$ cat src/rtl/wp_pkg.sv
package wp_pkg;

  localparam int unsigned BYTE_W = 8;
  localparam int unsigned CMD_AW = 15;

  localparam logic [CMD_AW-1:0] CMD_ADDR_HI = 15'h5555;
  localparam logic [CMD_AW-1:0] CMD_ADDR_LO = 15'h2AAA;

  localparam logic [BYTE_W-1:0] CMD_KEY1   = 8'hAA;
  localparam logic [BYTE_W-1:0] CMD_KEY2   = 8'h55;
  localparam logic [BYTE_W-1:0] CMD_LOCK   = 8'hA0;
  localparam logic [BYTE_W-1:0] CMD_ERASEP = 8'h80;
  localparam logic [BYTE_W-1:0] CMD_FREE   = 8'h20;

  typedef enum logic [2:0] {
    TOK_NONE,
    TOK_KEY1,
    TOK_KEY2,
    TOK_LOCK,
    TOK_ERASEP,
    TOK_FREE
  } wp_tok_e;

  typedef enum logic [2:0] {
    ST_IDLE,
    ST_K1,
    ST_K2,
    ST_X3,
    ST_X4,
    ST_X5,
    ST_OPEN
  } wp_state_e;

endpackage

$ cat src/rtl/wp_tok_decode.sv
module wp_tok_decode
  import wp_pkg::*;
#(
  parameter int unsigned ADDR_W = 19
) (
  input  logic [ADDR_W-1:0] addr_i,
  input  logic [BYTE_W-1:0] data_i,
  output wp_tok_e           tok_o
);

  logic [CMD_AW-1:0] low_addr;
  logic              at_hi;
  logic              at_lo;

  assign low_addr = addr_i[CMD_AW-1:0];
  assign at_hi    = (low_addr == CMD_ADDR_HI);
  assign at_lo    = (low_addr == CMD_ADDR_LO);

  always_comb begin
    tok_o = TOK_NONE;
    if (at_hi && data_i == CMD_KEY1)        tok_o = TOK_KEY1;
    else if (at_lo && data_i == CMD_KEY2)   tok_o = TOK_KEY2;
    else if (at_hi && data_i == CMD_LOCK)   tok_o = TOK_LOCK;
    else if (at_hi && data_i == CMD_ERASEP) tok_o = TOK_ERASEP;
    else if (at_hi && data_i == CMD_FREE)   tok_o = TOK_FREE;
  end

endmodule

$ cat src/rtl/wp_region_ctl.sv
module wp_region_ctl
  import wp_pkg::*;
#(
  parameter int unsigned PAGE_BYTES = 128,
  localparam int unsigned CNT_W = $clog2(PAGE_BYTES + 1)
) (
  input  logic    clk,
  input  logic    rst,
  input  logic    test_rst,
  input  logic    hit_i,
  input  wp_tok_e tok_i,
  input  logic    burst_end_i,
  output logic    allow_o,
  output logic    lock_o
);

  localparam logic [CNT_W-1:0] CNT_MAX = CNT_W'(PAGE_BYTES);

  wp_state_e        state_q, state_d;
  logic             set_pend_q, set_pend_d;
  logic             clr_pend_q, clr_pend_d;
  logic [CNT_W-1:0] cnt_q, cnt_d;
  logic             lock_q;
  logic             room;

  assign room    = (cnt_q < CNT_MAX);
  assign allow_o = hit_i && (!lock_q || (state_q == ST_OPEN && room));
  assign lock_o  = lock_q;

  always_comb begin
    state_d    = state_q;
    set_pend_d = set_pend_q;
    clr_pend_d = clr_pend_q;
    cnt_d      = cnt_q;
    if (burst_end_i) begin
      state_d    = ST_IDLE;
      set_pend_d = 1'b0;
      clr_pend_d = 1'b0;
      cnt_d      = '0;
    end else if (hit_i) begin
      unique case (state_q)
        ST_IDLE: state_d = (tok_i == TOK_KEY1) ? ST_K1 : ST_IDLE;
        ST_K1:   state_d = (tok_i == TOK_KEY2) ? ST_K2 : ST_IDLE;
        ST_K2: begin
          if (tok_i == TOK_LOCK) begin
            state_d    = ST_OPEN;
            set_pend_d = 1'b1;
          end else if (tok_i == TOK_ERASEP) begin
            state_d = ST_X3;
          end else begin
            state_d = ST_IDLE;
          end
        end
        ST_X3:   state_d = (tok_i == TOK_KEY1) ? ST_X4 : ST_IDLE;
        ST_X4:   state_d = (tok_i == TOK_KEY2) ? ST_X5 : ST_IDLE;
        ST_X5: begin
          if (tok_i == TOK_FREE) begin
            state_d    = ST_OPEN;
            clr_pend_d = 1'b1;
          end else begin
            state_d = ST_IDLE;
          end
        end
        ST_OPEN: begin
          if (room) cnt_d = cnt_q + 1'b1;
        end
        default: state_d = ST_IDLE;
      endcase
    end
  end

  always_ff @(posedge clk) begin
    if (rst) begin
      state_q    <= ST_IDLE;
      set_pend_q <= 1'b0;
      clr_pend_q <= 1'b0;
      cnt_q      <= '0;
    end else begin
      state_q    <= state_d;
      set_pend_q <= set_pend_d;
      clr_pend_q <= clr_pend_d;
      cnt_q      <= cnt_d;
    end
  end

  // Persistent flag: only the test reset clears it.
  always_ff @(posedge clk) begin
    if (test_rst) begin
      lock_q <= 1'b0;
    end else if (burst_end_i && !rst) begin
      if (set_pend_q)      lock_q <= 1'b1;
      else if (clr_pend_q) lock_q <= 1'b0;
    end
  end

endmodule

$ cat src/rtl/wp_pass_reg.sv
module wp_pass_reg
  import wp_pkg::*;
#(
  parameter int unsigned ADDR_W = 19
) (
  input  logic              clk,
  input  logic              rst,
  input  logic              pass_d,
  input  logic [ADDR_W-1:0] addr_d,
  input  logic [BYTE_W-1:0] data_d,
  output logic              pass_q,
  output logic [ADDR_W-1:0] addr_q,
  output logic [BYTE_W-1:0] data_q
);

  always_ff @(posedge clk) begin
    if (rst) begin
      pass_q <= 1'b0;
    end else begin
      pass_q <= pass_d;
    end
  end

  always_ff @(posedge clk) begin
    if (pass_d) begin
      addr_q <= addr_d;
      data_q <= data_d;
    end
  end

endmodule

$ cat src/rtl/wp_seq_guard.sv
module wp_seq_guard
  import wp_pkg::*;
#(
  parameter int unsigned NUM_REGIONS = 4,
  parameter int unsigned REGION_AW   = 17,
  parameter int unsigned PAGE_BYTES  = 128,
  localparam int unsigned RIDX_W = (NUM_REGIONS > 1) ? $clog2(NUM_REGIONS) : 1,
  localparam int unsigned ADDR_W = REGION_AW + RIDX_W
) (
  input  logic                   clk,
  input  logic                   rst,
  input  logic                   test_rst,
  input  logic                   wr_valid_i,
  input  logic [ADDR_W-1:0]      wr_addr_i,
  input  logic [BYTE_W-1:0]      wr_data_i,
  input  logic                   burst_end_i,
  output logic                   pass_o,
  output logic [ADDR_W-1:0]      pass_addr_o,
  output logic [BYTE_W-1:0]      pass_data_o,
  output logic [NUM_REGIONS-1:0] prot_o
);

  wp_tok_e                tok;
  logic [RIDX_W-1:0]      ridx;
  logic [NUM_REGIONS-1:0] allow_vec;
  logic [NUM_REGIONS-1:0] lock_vec;

  assign ridx = wr_addr_i[ADDR_W-1 -: RIDX_W];

  wp_tok_decode #(.ADDR_W(ADDR_W)) dec_i (
    .addr_i (wr_addr_i),
    .data_i (wr_data_i),
    .tok_o  (tok)
  );

  for (genvar g = 0; g < NUM_REGIONS; g++) begin : g_region
    logic hit;
    assign hit = wr_valid_i && (ridx == RIDX_W'(g));

    wp_region_ctl #(.PAGE_BYTES(PAGE_BYTES)) ctl_i (
      .clk         (clk),
      .rst         (rst),
      .test_rst    (test_rst),
      .hit_i       (hit),
      .tok_i       (tok),
      .burst_end_i (burst_end_i),
      .allow_o     (allow_vec[g]),
      .lock_o      (lock_vec[g])
    );
  end

  assign prot_o = lock_vec;

  wp_pass_reg #(.ADDR_W(ADDR_W)) out_i (
    .clk    (clk),
    .rst    (rst),
    .pass_d (|allow_vec),
    .addr_d (wr_addr_i),
    .data_d (wr_data_i),
    .pass_q (pass_o),
    .addr_q (pass_addr_o),
    .data_q (pass_data_o)
  );

endmodule

$ cat config.mk
export PLATFORM = sky130hd
export DESIGN_NAME = wp_seq_guard
export DESIGN_NICKNAME = d
export VERILOG_FILES = /design/src/rtl/wp_pkg.sv /design/src/rtl/wp_tok_decode.sv /design/src/rtl/wp_region_ctl.sv /design/src/rtl/wp_pass_reg.sv /design/src/rtl/wp_seq_guard.sv
export SDC_FILE = /design/constraint.sdc
export NUM_CORES = 1
export LEC_CHECK = 0
export ABC_CLOCK_PERIOD_IN_PS = 8600
export CORE_MARGIN = 2
export CORE_UTILIZATION = 55
export DETAILED_ROUTE_END_ITERATION = 12
export PLACE_DENSITY = 0.81
export SLEW_MARGIN = 20
export SYNTH_ARGS = -nofsm -noshare
export SYNTH_HDL_FRONTEND = slang
export SYNTH_HIERARCHICAL = 1
export SYNTH_SLANG_ARGS = --single-unit
$ cat constraint.sdc
create_clock -name clk -period 8.6 [get_ports clk]
set_input_delay 2.58 -clock clk [delete_from_list [all_inputs] [get_ports clk]]
set_output_delay 2.58 -clock clk [all_outputs]
set_load 0.005 [all_outputs]
==> impl_metrics.toml, run 1 <==
[timing]
setup_violations = 0
timing.setup.tns_ps = 0
fin_skew_ps = 13.07
fmax_ghz = 0.2044
hold_violations = 0
rsz0062_at_grt = "no"
timing.hold.ws_ps = 473.0
drv_slew = 0
min_period_ps = 4893
worst_slew_pin_slew_ps = 1036
slew-limit-headroom_pct = 30.77
post-route-period-util_pct = 56.90

[worst_setup_path]
path_cells = "clkdlybuf4s50_1 > nor3b_1 > inv_1 > o22ai_1 > or4_2"
cp-start-kind = "input pin"
criticalPathCategory = "in -> reg"
required_ps = 8580
arrival_ps = 4870
cp_max_fo = 28
slowest_delay_ps = 850
cp_slowest_cell = "nor3b_1"
worst_setup_path_end_kind = "flop"

[yosys]
synth_flop_cell = "dfxtp_1"
syn_area_per_cell_sq_um = 9.732
ys_seq_area_share_pct = 45.48
synth_nets = 477
syn_inst = 441
ys_ff_latch = 84
synth_edf_count = 27
synth_warnings = 6
syn-cell-area_sq_mm = 0.004292
synthDistinctLibCells = 55
async_reset_ff_share_pct = 0

[placed_design]
place_congestion = 0.8699
io_buffer_count = 63
dp_hpwl_mm = 5.957

[drt]
firstDrtPassIters = 4
routed_via_density = 5.645
drtIter0Drc = 194
drc = 0
antenna_left = 0
drt_wl_total_mm = 8.679
drt-wirelength-per-cell_um = 14.35
num_vias = 3415

[floorplanning]
core_sq_mm = 0.007647
row_count = 32
num_io_pins = 64
die_height_um = 92.34
start_util_pct = 56.12
die_width_um = 92.34
dieArea_sq_mm = 0.008526

[pwr]
clockPowerShare_pct = 35.4
combPwrFrac_pct = 9.5
p_int_uw = 607.7
p_sw_share_pct = 22.44
p_per_area_mw_per_mm2 = 151.9
power.switching_uw = 175.8
sequentialPowerShare_pct = 55.2
ir_drop_mv = 0.08753
total_leakage_power_uw = 0.001708

[final_layout]
drive_gt1_share_pct = 10.74
synthToLayoutAreaGrowth_pct = 20.20
diodes = 0
nFillCells = 594
layout.nets = 534

[clocking]
post-cts-setup-buffer-count = 0
clk_latency_ps = 340
clockRootBuffer = "clkbuf_8"
cts_made_buffers = 9
clockBufferDepth = 2
ctsResizeCount = 0
htree_levels = 3
clkTransAtPathRegs_ps = 80
cts_hold_buf = 0
tritoncts = "yes"
cts_sinks = 84

[status]
status = "finished clean"

[global_routing]
grt_use_total_pct = 20.34
grt_overflow_total = 0
grt_max_degree = 36
grt_pass1_vias = 3137
grt_pass1_wl_mm = 14.12
antenna_found_initial = 0

[worst_hold_path]
min_path_type = "reg -> reg"

[run]
cap_violations = 0
-- stage by stage --
stage	cells	setup WS [ps]	instance area (sq um)	utilization (%)	total power [uW]
detailed placement	589	2961	4959	64.84	516.2
global placement	589	3010	4959	64.84	515.0
finish	605	3707	5159	67.46	783.5
global route	605	3554	5159	67.46	813.3
CTS	605	3349	5157	67.44	790.4
floorplan	441	3102	4292	-	460.6
-- cell usage after synthesis, types with 4 or more instances --
library cell  count  share of area, %
nor2b_1           8               1.2
buf_2             6              0.70
or3b_1           11               2.2
nand3b_1         12               2.1
nor3_1           15               1.7
o22ai_1           5              0.73
nand2b_1          7               1.0
clkbuf_1          5              0.44
edfxtp_1         27                19
ha_1              4               1.2
nand2_1          32               2.8
dfxtp_1          57                27
o21ai_0          12               1.4
nand4_1           9               1.3
a22oi_1           5              0.87
xnor2_1          21               4.3
and3b_1           6               1.2
inv_1            12               1.0
nor4_2           12               3.5
xor2_1            7               1.4
nand3_1          10               1.2
a211oi_1          8               1.4
a21oi_1          16               1.9
buf_6             4               1.0
a31oi_1           8               1.2
nor4bb_1          5               1.2
nor2_1           62               5.4
-- cell usage in the layout (no fill, tap or decap), types with 12 or more instances in the layout --
master	synthesis	routed
inv_1	12	12
dfxtp_1	57	57
clkdlybuf4s50_1	0	63
nor4_2	12	12
a21oi_1	16	16
nand2_1	32	32
nor2_1	62	62
nand3b_1	12	12
edfxtp_1	27	27
o21ai_0	12	12
nor3_1	15	13
xnor2_1	21	21
-- worst max-delay path, delay by kind of cell --
family                 cells  cell delay [ps]
buffers and inverters      2              660
AND/OR/NAND/NOR            2             1420
AO/OA/AOI/OAI              1              200
-- metal layers --
| metal | vias to the layer above | track usage (%) | wire [um] | share of wire (%) |
|---|---|---|---|---|
| li1 | 1707 | - | - | - |
| met1 | 1603 | 25.75 | 3881 | 45 |
| met2 | 95 | 34.73 | 4218 | 49 |
| met3 | 10 | 4.312 | 462 | 5.3 |
| met4 | 0 | 6.592 | 117 | 1.3 |
| met5 | - | 0 | 0 | 0 |
-- final cells by class --
| type | count | area [sq um] | area share [%] |
|---|---|---|---|
| clock inverter | 7 | 75.07 | 1.455 |
| multi-input combinational | 325 | 2182 | 42.30 |
| tap | 102 | 127.6 | 2.474 |
| clock buffer | 9 | 123.9 | 2.401 |
| sequential | 84 | 1952 | 37.84 |
| inverter | 12 | 45.04 | 0.8732 |
| timing repair buffer | 66 | 653.1 | 12.66 |
-- final timing paths --
kind / startpoint / end / slack, ps / depth (start not counted)
max reg2reg: g_region[1].ctl_i/state_q[0] / out_i/addr_q[12] / 6330 / 3
min: g_region[0].ctl_i/clr_pend_q / g_region[0].ctl_i/clr_pend_q / 470 / 2
min reg2reg: g_region[0].ctl_i/clr_pend_q / g_region[0].ctl_i/clr_pend_q / 470 / 2
max: wr_valid_i / out_i/addr_q[12] / 3710 / 5
-- kinds of logic after synthesis --
group	share of synthesized area, %
AOI/OAI and AO/OA	8.922
xor gates and xnor gates	5.714
adders and majority gates	1.166
buffers and inverters	3.936
DFF	45.48
muxes	0.6997
and+or+nand+nor	34.08
-- sequential cells by signal, summed over array words and instances (netlist names) --
name	cells
g_region.ctl_i/set_pend_q	4
g_region.ctl_i/cnt_q	32
g_region.ctl_i/state_q	12
out_i/pass_q	1
g_region.ctl_i/clr_pend_q	4
g_region.ctl_i/lock_o	4
out_i/data_q	8
out_i/addr_q	19
-- power by group through the flow --
stage                     sequential [uW]  clock (uW)  combinational, uW
after detailed placement              442           0               74.1
after global routing                  434         300               78.9
after global placement                441           0               73.6
after CTS                             433         283               74.4
after floorplan                       444           0               16.4
final                                 432         277               74.1
Power figures use the tool's default switching activity.
==> run 2: changes to the inputs <==
ABC_CLOCK_PERIOD_IN_PS = 4500   (was 8600)
CORE_UTILIZATION = 49   (was 55)
PLACE_DENSITY = 0.76   (was 0.81)
clock period = 4.5 ns   (was 8.6 ns; I/O delays follow)
==> run 2 against run 1 <==
Net effect:
- global-route usage shrank 1.4 points
- final cell count up 1.5%
- largest cell class unchanged
- design area rose by 0.73%
- wire length is 0.41% higher
- count of clock-buffer cells in the layout up 3
- critical endpoint is now g_region[2].ctl_i/state_q[2]
- first-iteration DRC count shrank 23%
- critical path depth up 4
- sequential share of layout area is 0.27 points lower
- largest power group unchanged
- clock power rose by 93%
- utilization down 7.0 points
- combinational power is 94% higher
- flip-flop and latch count did not move
==> impl_metrics.toml, run 2 (synthesis results as in run 1) <==
[worst_hold_path]
hold_depth = 2
min_from = "g_region[0].ctl_i/clr_pend_q"
hold_end = "g_region[0].ctl_i/clr_pend_q"
min_path_type = "reg -> reg"

[global_routing]
grt_pass1_wl_mm = 14.95
antenna_found_initial = 0
grt_overflow_total = 0
grt_use_total_pct = 18.94
grt_pass1_vias = 3214
grt_max_degree = 36

[floorplanning]
num_io_pins = 64
dieArea_sq_mm = 0.009523
row_count = 34
die_width_um = 97.59
die_height_um = 97.59
core_sq_mm = 0.008593
start_util_pct = 49.94

[drt]
num_vias = 3409
antenna_left = 0
drt-wirelength-per-cell_um = 14.19
drc = 0
drtIter0Drc = 150
firstDrtPassIters = 4
routed_via_density = 5.552
drt_wl_total_mm = 8.715

[final_layout]
synthToLayoutAreaGrowth_pct = 21.08
layout.nets = 537
regMostFlops = "g_region.ctl_i/cnt_q"
final_cell_mix = "clkdlybuf4s50_1, nor2_1, dfxtp_1"
largest_reg_flops = 32
largestRegisters = "g_region.ctl_i/cnt_q (32), out_i/addr_q (19), g_region.ctl_i/state_q (12)"
drive_gt1_share_pct = 10.87
diodes = 0
layout_commonest_cell = "clkdlybuf4s50_1"
instances_no_fill = 614
nFillCells = 753

[timing]
worst_slew_pin_slew_ps = 761.6
fmax_ghz = 0.2801
drv_slew = 0
timing.hold.ws_ps = 476.1
setup_violations = 0
fin_skew_ps = 12.88
post-route-period-util_pct = 79.34
rsz0062_at_grt = "no"
min_period_ps = 3570
hold_violations = 0
slew-limit-headroom_pct = 49.23
timing.setup.tns_ps = 0

[pwr]
p_per_area_mw_per_mm2 = 289.4
finalPower_uw = 1504
total_leakage_power_uw = 0.001735
ir_drop_mv = 0.1376

[clocking]
clkTransAtPathRegs_ps = 80
cts_sinks = 84
clockRootBuffer = "clkbuf_8"
tritoncts = "yes"
post-cts-setup-buffer-count = 0
clockBufferDepth = 2
ctsResizeCount = 0
cts_made_buffers = 9
cts_hold_buf = 0
htree_levels = 3
clk_latency_ps = 350

[worst_setup_path]
r2r-start = "g_region[1].ctl_i/state_q[0]"
criticalPathCategory = "in -> reg"
cp-start-kind = "input pin"
rr_endpoint = "out_i/addr_q[2]"
arrival_ps = 3850
worst_setup_path_end_kind = "flop"
cp_max_fo = 29
required_ps = 4780
r2r_slack_ps = 2560
reg2reg_depth = 4

[placed_design]
dp_hpwl_mm = 6.152
place_congestion = 0.8443
io_buffer_count = 63
place_inst = 598

[status]
status = "finished clean"

[run]
cap_violations = 0
run 2: metal layers:
layer / share of wire, % / vias up / global-route usage (%)
met5: 0 / - / 0
met2: 48 / 86 / 31.25
met4: 1.1 / 0 / 5.449
li1: - / 1708 / -
met3: 5.1 / 11 / 4.676
met1: 45 / 1604 / 24.78
run 2: power by group:
group,switching [uW],internal [uW]
clock network,265,269
registers,7.87,818
logic,57.3,86.5
total,331,1170
run 2: critical path, cell delays in order:
cell and delay, ps:
clkdlybuf4s50_1 500, nor4bb_1 310, nand2_1 190, o32ai_2 280, buf_4 300, or3b_2 510, nor3_1 170, o31ai_1 90
a21oi_1 140
run 2: worst max-delay path by stage:
stage	start	to	slack (ps)	depth (start not counted)
2_1_floorplan	wr_addr_i[13]	g_region[3].ctl_i/state_q[1]	230	7
5_1_grt	wr_addr_i[6]	g_region[2].ctl_i/state_q[2]	730	9
3_3_place_gp	wr_addr_i[6]	g_region[2].ctl_i/state_q[2]	680	9
6_report	wr_addr_i[6]	g_region[2].ctl_i/state_q[2]	930	9
3_5_place_dp	wr_addr_i[6]	g_region[1].ctl_i/state_q[2]	600	9
4_1_cts	wr_addr_i[6]	g_region[1].ctl_i/state_q[2]	960	9
run 2: area by class of cell:
cell class	instances	area [sq um]	share of cell area, %
clock buffer	12	177.7	3.419
clock inverter	4	30.03	0.5779
inverter	12	45.04	0.8668
multi-input combinational	325	2181	41.97
sequential	84	1952	37.56
tap	108	135.1	2.601
timing repair buffer	69	675.6	13.00
run 2: through the flow:
stage | setup WS, ps | instance area [sq um] | utilization (%)
2_1_floorplan | 232.3 | 4292 | -
3_3_place_gp | 684.7 | 4989 | 58.05
3_5_place_dp | 601.7 | 4989 | 58.05
4_1_cts | 962.1 | 5196 | 60.47
5_1_grt | 733.3 | 5196 | 60.47
6_report | 929.9 | 5196 | 60.47
